==> src/rtl/oneshot_pkg.sv <==
package oneshot_pkg;

    typedef enum logic [0:0] {
        ST_IDLE   = 1'b0,
        ST_ACTIVE = 1'b1
    } os_state_e;

    typedef struct packed {
        logic a_n;
        logic b;
        logic clr_n;
    } pin_sample_t;

endpackage

==> src/rtl/oneshot_sampler.sv <==
module oneshot_sampler
    import oneshot_pkg::*;
#(
    parameter int DUR_W = 8
) (
    input  logic             clk,
    input  logic             rst,
    input  logic             a_n_i,
    input  logic             b_i,
    input  logic             clr_n_i,
    input  logic [DUR_W-1:0] dur_i,
    output pin_sample_t      cur_o,
    output logic [DUR_W-1:0] dur_o,
    output logic             b_rise_o,
    output logic             a_fall_o,
    output logic             clr_rise_o
);

    pin_sample_t cur_q;
    pin_sample_t prev_q;
    pin_sample_t raw;
    logic [DUR_W-1:0] dur_q;

    assign raw = '{a_n: a_n_i, b: b_i, clr_n: clr_n_i};

    // During reset both stages follow the pins, so no edge appears on release.
    always_ff @(posedge clk) begin
        if (rst) begin
            cur_q  <= raw;
            prev_q <= raw;
            dur_q  <= '0;
        end else begin
            cur_q  <= raw;
            prev_q <= cur_q;
            dur_q  <= dur_i;
        end
    end

    always_comb begin
        b_rise_o   = cur_q.b & ~prev_q.b;
        a_fall_o   = ~cur_q.a_n & prev_q.a_n;
        clr_rise_o = cur_q.clr_n & ~prev_q.clr_n;
    end

    assign cur_o = cur_q;
    assign dur_o = dur_q;

    // the cycle after a reset cycle shows no edge
    p_no_edge_after_reset_r10: assert property (@(posedge clk)
        rst |=> !(b_rise_o || a_fall_o || clr_rise_o));

endmodule

==> src/rtl/oneshot_trig_decode.sv <==
module oneshot_trig_decode
    import oneshot_pkg::*;
(
    input  pin_sample_t cur_i,
    input  logic        b_rise_i,
    input  logic        a_fall_i,
    input  logic        clr_rise_i,
    output logic        fire_o,
    output logic        clear_o
);

    logic via_b;
    logic via_a;
    logic via_clr;

    always_comb begin
        via_b   = b_rise_i   & ~cur_i.a_n & cur_i.clr_n;
        via_a   = a_fall_i   &  cur_i.b   & cur_i.clr_n;
        via_clr = clr_rise_i & ~cur_i.a_n & cur_i.b;
        fire_o  = via_b | via_a | via_clr;
        clear_o = ~cur_i.clr_n;
    end

endmodule

==> src/rtl/oneshot_timer_fsm.sv <==
module oneshot_timer_fsm
    import oneshot_pkg::*;
#(
    parameter int DUR_W = 8
) (
    input  logic             clk,
    input  logic             rst,
    input  logic             fire_i,
    input  logic             clear_i,
    input  logic [DUR_W-1:0] dur_i,
    output logic             active_o
);

    localparam logic [DUR_W-1:0] ONE = DUR_W'(1);

    os_state_e        state_q, state_d;
    logic [DUR_W-1:0] cnt_q, cnt_d;
    logic             load_ok;

    assign load_ok = fire_i & (dur_i != '0);

    always_comb begin
        state_d = state_q;
        cnt_d   = cnt_q;
        unique case (state_q)
            ST_IDLE: begin
                if (load_ok) begin          // START
                    state_d = ST_ACTIVE;
                    cnt_d   = dur_i;
                end
            end
            ST_ACTIVE: begin
                if (clear_i) begin          // ABORT
                    state_d = ST_IDLE;
                    cnt_d   = '0;
                end else if (load_ok) begin // RELOAD
                    cnt_d   = dur_i;
                end else if (cnt_q == ONE) begin // EXPIRE
                    state_d = ST_IDLE;
                    cnt_d   = '0;
                end else begin
                    cnt_d   = cnt_q - ONE;
                end
            end
            default: begin
                state_d = ST_IDLE;
                cnt_d   = '0;
            end
        endcase
    end

    always_ff @(posedge clk) begin
        if (rst) begin
            state_q <= ST_IDLE;
            cnt_q   <= '0;
        end else begin
            state_q <= state_d;
            cnt_q   <= cnt_d;
        end
    end

    always_comb begin
        active_o = (state_q == ST_ACTIVE);
    end

    p_reset_idle_r10: assert property (@(posedge clk)
        rst |=> (state_q == ST_IDLE && cnt_q == '0));

    p_clear_aborts_r5: assert property (@(posedge clk) disable iff (rst)
        clear_i |=> state_q == ST_IDLE);

    p_reload_full_r4: assert property (@(posedge clk) disable iff (rst)
        (fire_i && !clear_i && dur_i != '0) |=>
            (state_q == ST_ACTIVE && cnt_q == $past(dur_i)));

    p_zero_no_start_r8: assert property (@(posedge clk) disable iff (rst)
        (state_q == ST_IDLE && (!fire_i || dur_i == '0)) |=> state_q == ST_IDLE);

    p_count_down_r7: assert property (@(posedge clk) disable iff (rst)
        (state_q == ST_ACTIVE && !fire_i && !clear_i && cnt_q > ONE) |=>
            (state_q == ST_ACTIVE && cnt_q == $past(cnt_q) - ONE));

    p_active_nonzero_r7: assert property (@(posedge clk) disable iff (rst)
        (state_q == ST_ACTIVE) |-> cnt_q != '0);

endmodule

==> src/rtl/oneshot_pulse_gen.sv <==
module oneshot_pulse_gen
    import oneshot_pkg::*;
#(
    parameter int DUR_W = 8
) (
    input  logic             clk,
    input  logic             rst,
    input  logic             trig_n_i,
    input  logic             trig_p_i,
    input  logic             clr_n_i,
    input  logic [DUR_W-1:0] dur_i,
    output logic             pulse_o,
    output logic             pulse_n_o
);

    pin_sample_t      cur;
    logic [DUR_W-1:0] dur_s;
    logic             b_rise, a_fall, clr_rise;
    logic             fire, clear;
    logic             active;

    oneshot_sampler #(.DUR_W(DUR_W)) u_sampler (
        .clk        (clk),
        .rst        (rst),
        .a_n_i      (trig_n_i),
        .b_i        (trig_p_i),
        .clr_n_i    (clr_n_i),
        .dur_i      (dur_i),
        .cur_o      (cur),
        .dur_o      (dur_s),
        .b_rise_o   (b_rise),
        .a_fall_o   (a_fall),
        .clr_rise_o (clr_rise)
    );

    oneshot_trig_decode u_decode (
        .cur_i      (cur),
        .b_rise_i   (b_rise),
        .a_fall_i   (a_fall),
        .clr_rise_i (clr_rise),
        .fire_o     (fire),
        .clear_o    (clear)
    );

    oneshot_timer_fsm #(.DUR_W(DUR_W)) u_fsm (
        .clk      (clk),
        .rst      (rst),
        .fire_i   (fire),
        .clear_i  (clear),
        .dur_i    (dur_s),
        .active_o (active)
    );

    assign pulse_o   = active;
    assign pulse_n_o = ~active;

    // a clear sample blocks any pulse from starting on the next edge
    p_clear_blocks_r6: assert property (@(posedge clk) disable iff (rst)
        (clear && !pulse_o) |=> !pulse_o);

endmodule

==> config.mk <==
export PLATFORM = sky130hd
export DESIGN_NAME = oneshot_pulse_gen
export DESIGN_NICKNAME = d
export VERILOG_FILES = /design/src/rtl/oneshot_pkg.sv /design/src/rtl/oneshot_sampler.sv /design/src/rtl/oneshot_trig_decode.sv /design/src/rtl/oneshot_timer_fsm.sv /design/src/rtl/oneshot_pulse_gen.sv
export SDC_FILE = /design/constraint.sdc
export NUM_CORES = 1
export LEC_CHECK = 0
export ABC_CLOCK_PERIOD_IN_PS = 2900
export BUFFER_PORTS_ARGS = -buffer_cell sky130_fd_sc_hd__buf_4
export CAP_MARGIN = 20
export CELL_PAD_IN_SITES_DETAIL_PLACEMENT = 0
export CELL_PAD_IN_SITES_GLOBAL_PLACEMENT = 2
export CORE_MARGIN = 2
export CORE_UTILIZATION = 37
export DETAILED_ROUTE_END_ITERATION = 8
export PLACE_DENSITY = 0.82
export SETUP_SLACK_MARGIN = 0.15
export SLEW_MARGIN = 20
export SYNTH_ARGS = -nofsm -noshare
export SYNTH_HDL_FRONTEND = slang
export SYNTH_SLANG_ARGS = --single-unit
==> constraint.sdc <==
create_clock -name clk -period 2.9 [get_ports clk]
set_input_delay 0.58 -clock clk [delete_from_list [all_inputs] [get_ports clk]]
set_output_delay 0.58 -clock clk [all_outputs]
set_load 0.005 [all_outputs]
==> metrics.csv <==
metric,value,unit
Mean Syn Cell Area,9.96,um^2
CTS tree,yes,
drt wl/cell,12.6,um
"Period Utilization, post-route",70.5,%
Final Hold Fails,0,
Multi-input gate area,517,um^2
Crit Path Max Fanout,7,
reg2reg path depth,6,
max-cap violations,0,
H-tree depth,1,
gr usage total,13.4,%
setup tns final,0,ps
Worst-Margin Slew,455,ps
met3 Usage GRT,2.76,%
Sw Ratio,26.0,%
Sequential cell area,460,um^2
Area Growth Syn to Fin,14.1,%
RR Startpoint,u_fsm.cnt_q[0]$_SDFFE_PP0P_,
"Hold-fix buffers, CTS",0,
root buf cell,clkbuf_4,
Gate power share,18.6,%
DR iter-0 viols,4,
Seq pwr share,58.1,%
Clock Tree Buf Depth,2,
Synth Cell Area,1030,um^2
HP Class,in -> reg,
Post-synth top flop,dfxtp_1,
total CTS buffers,3,
via count,777,
"Seq/Total Area, Yosys",44.9,%
Mapped Cells,103,
Final HPWL DP,1.46,mm
crit path DAT,2260,ps
critical path capture point type,flop,
Yosys cell types,37,
largest net degree at the start of global routing,19,
drt pass-1 iters,4,
Starting Density,38.2,%
worst hold path depth,1,
clock latency on the worst-skew pair,300,ps
met2 usage in global routing,22.9,%
number of global-route vias before repair,772,
Post-CTS Repair Setup Buffers,0,
"antenna viol nets, final",0,
layout cells sized above 1,25.2,%
area share of the largest cell type after synthesis,44.9,%
Die Ht,56.7,um
Synth area leaders,"dfxtp_1 45%, mux2_2 5.5%, nor2b_1 4.9%, a21oi_1 2.9%, mux2i_1 2.9%",
Clock Sinks,23,
RSZ-0062 raised after global routing,false,
clock slew at reported path FFs,120,ps
post-CTS sizing,0,
Power Density,522,nW/um^2
total power,0.000611,W
Worst EP required,3110,ps
Synth Register Bits,23,
fillcell total,265,
Achievable Freq,0.489,GHz
Worst Hold Slack,375,ps
"Slew Viols, Final",0,
max_slew headroom,69.4,%
"commonest cells after routing, fill and taps aside","23 x dfxtp_1, 14 x buf_4, 8 x nor2b_1",
P_int,0.000452,W
grt ovf,0,
CP startpoint kind,flop,
Buffers on Ports,14,
GRT busiest layer,met2,
met1 Use GR,15.9,%
first-pass GRT wire length,3.35,mm
Final nets,135,
row cnt,19,
Antenna Cells,0,
DR vias/cell,5.18,
initial antenna violation count,0,
leakage power,0.491,nW
crit path from,u_fsm.cnt_q[0]$_SDFFE_PP0P_,
most area-hungry cell type in the Yosys netlist,dfxtp_1,
"commonest non-fill, non-tap cell in the layout",dfxtp_1,
Hold Startpoint,trig_n_i,
fin crit period,2040,ps
Routed WL,1.89,mm
top-level I/O count,15,
share of power burned in the clock network,23.3,%
post-route DRC violation count,0,
gpl congestion,0.811,
Core Area,2690,um^2
syn nets,118,
Horiz. Die Dim,56.7,um
Finished Core Util,43.6,%
die area,3210,um^2
Yosys warnings,0,
number of synthesized flops with an enable pin,0,
# setup viols final,0,
Peak VDD IR,0.309,mV
Worst Skew,1.34,ps
Crit Path Category,reg -> reg,
status,completed,
Sw Pwr,0.000159,W
ys async rst share,0,%
-- critical path, stage by stage (launching register included) --
cell,delay (ps)
dfxtp_1,450
ha_1,200
or3b_2,470
o21ai_1,290
nor3_1,80
o31a_1,280
a21o_2,180
-- metal layers --
layer,wire [um],part of all wire [%]
met1,846,45
met2,961,51
met3,46,2.4
met4,34,1.8
met5,0,0
-- logic make-up after synthesis --
family	synth area share, %
AOI/OAI and AO/OA	13.0
xor gates and xnor gates	2.56
adders and majority gates	2.44
buffers and inverters	4.76
DFF	44.9
muxes	8.41
and+or+nand+nor	23.9
-- through the flow --
step / cells / cell area [um^2] / setup WS, ps
floorplan: 103 / 1030 / 1050
global placement: 146 / 1140 / 930
detailed placement: 146 / 1140 / 899
CTS: 150 / 1170 / 869
global route: 150 / 1170 / 700
finish: 150 / 1170 / 856
-- area by class of cell --
class / count / area share [%]
clock buffer: 3 / 1.92
clock inverter: 1 / 0.427
inverter: 6 / 1.92
multi-input combinational: 72 / 44.1
sequential: 23 / 39.3
tap: 31 / 3.31
timing repair buffer: 14 / 8.97
-- state kept, by name, indices dropped and copies added (netlist names) --
register,cells
u_fsm.active_o,1
u_sampler.prev_q,3
u_sampler.cur_o,3
u_fsm.cnt_q,8
u_sampler.dur_o,8
-- cells in the mapped netlist (3+ instances only) --
master      n
dfxtp_1    23
nor2b_1     8
a21oi_1     6
inv_1       6
nand2_1     6
mux2_2      5
nor3_1      5
nor2_1      4
mux2i_1     3
nor4_1      3
o2bb2ai_1   3
-- final timing paths --
| kind | to | slack, ps |
|---|---|---|
| max | u_fsm.cnt_q[2]$_SDFFE_PP0P_ | 860 |
| min | u_sampler.cur_o[2]$_DFF_P_ | 370 |
| max reg2reg | u_fsm.cnt_q[2]$_SDFFE_PP0P_ | 860 |
| min reg2reg | u_sampler.prev_q[2]$_DFF_P_ | 500 |
-- power groups by stage --
stage / Combinational [W] / Clock (W) / Sequential, W
floorplan: 0.0000884 / 0 / 0.000356
global placement: 0.000115 / 0 / 0.000362
detailed placement: 0.000114 / 0 / 0.000362
CTS: 0.000115 / 0.000149 / 0.000355
global route: 0.000127 / 0.000161 / 0.000358
finish: 0.000114 / 0.000142 / 0.000355
(Power assumes the default switching activity.)
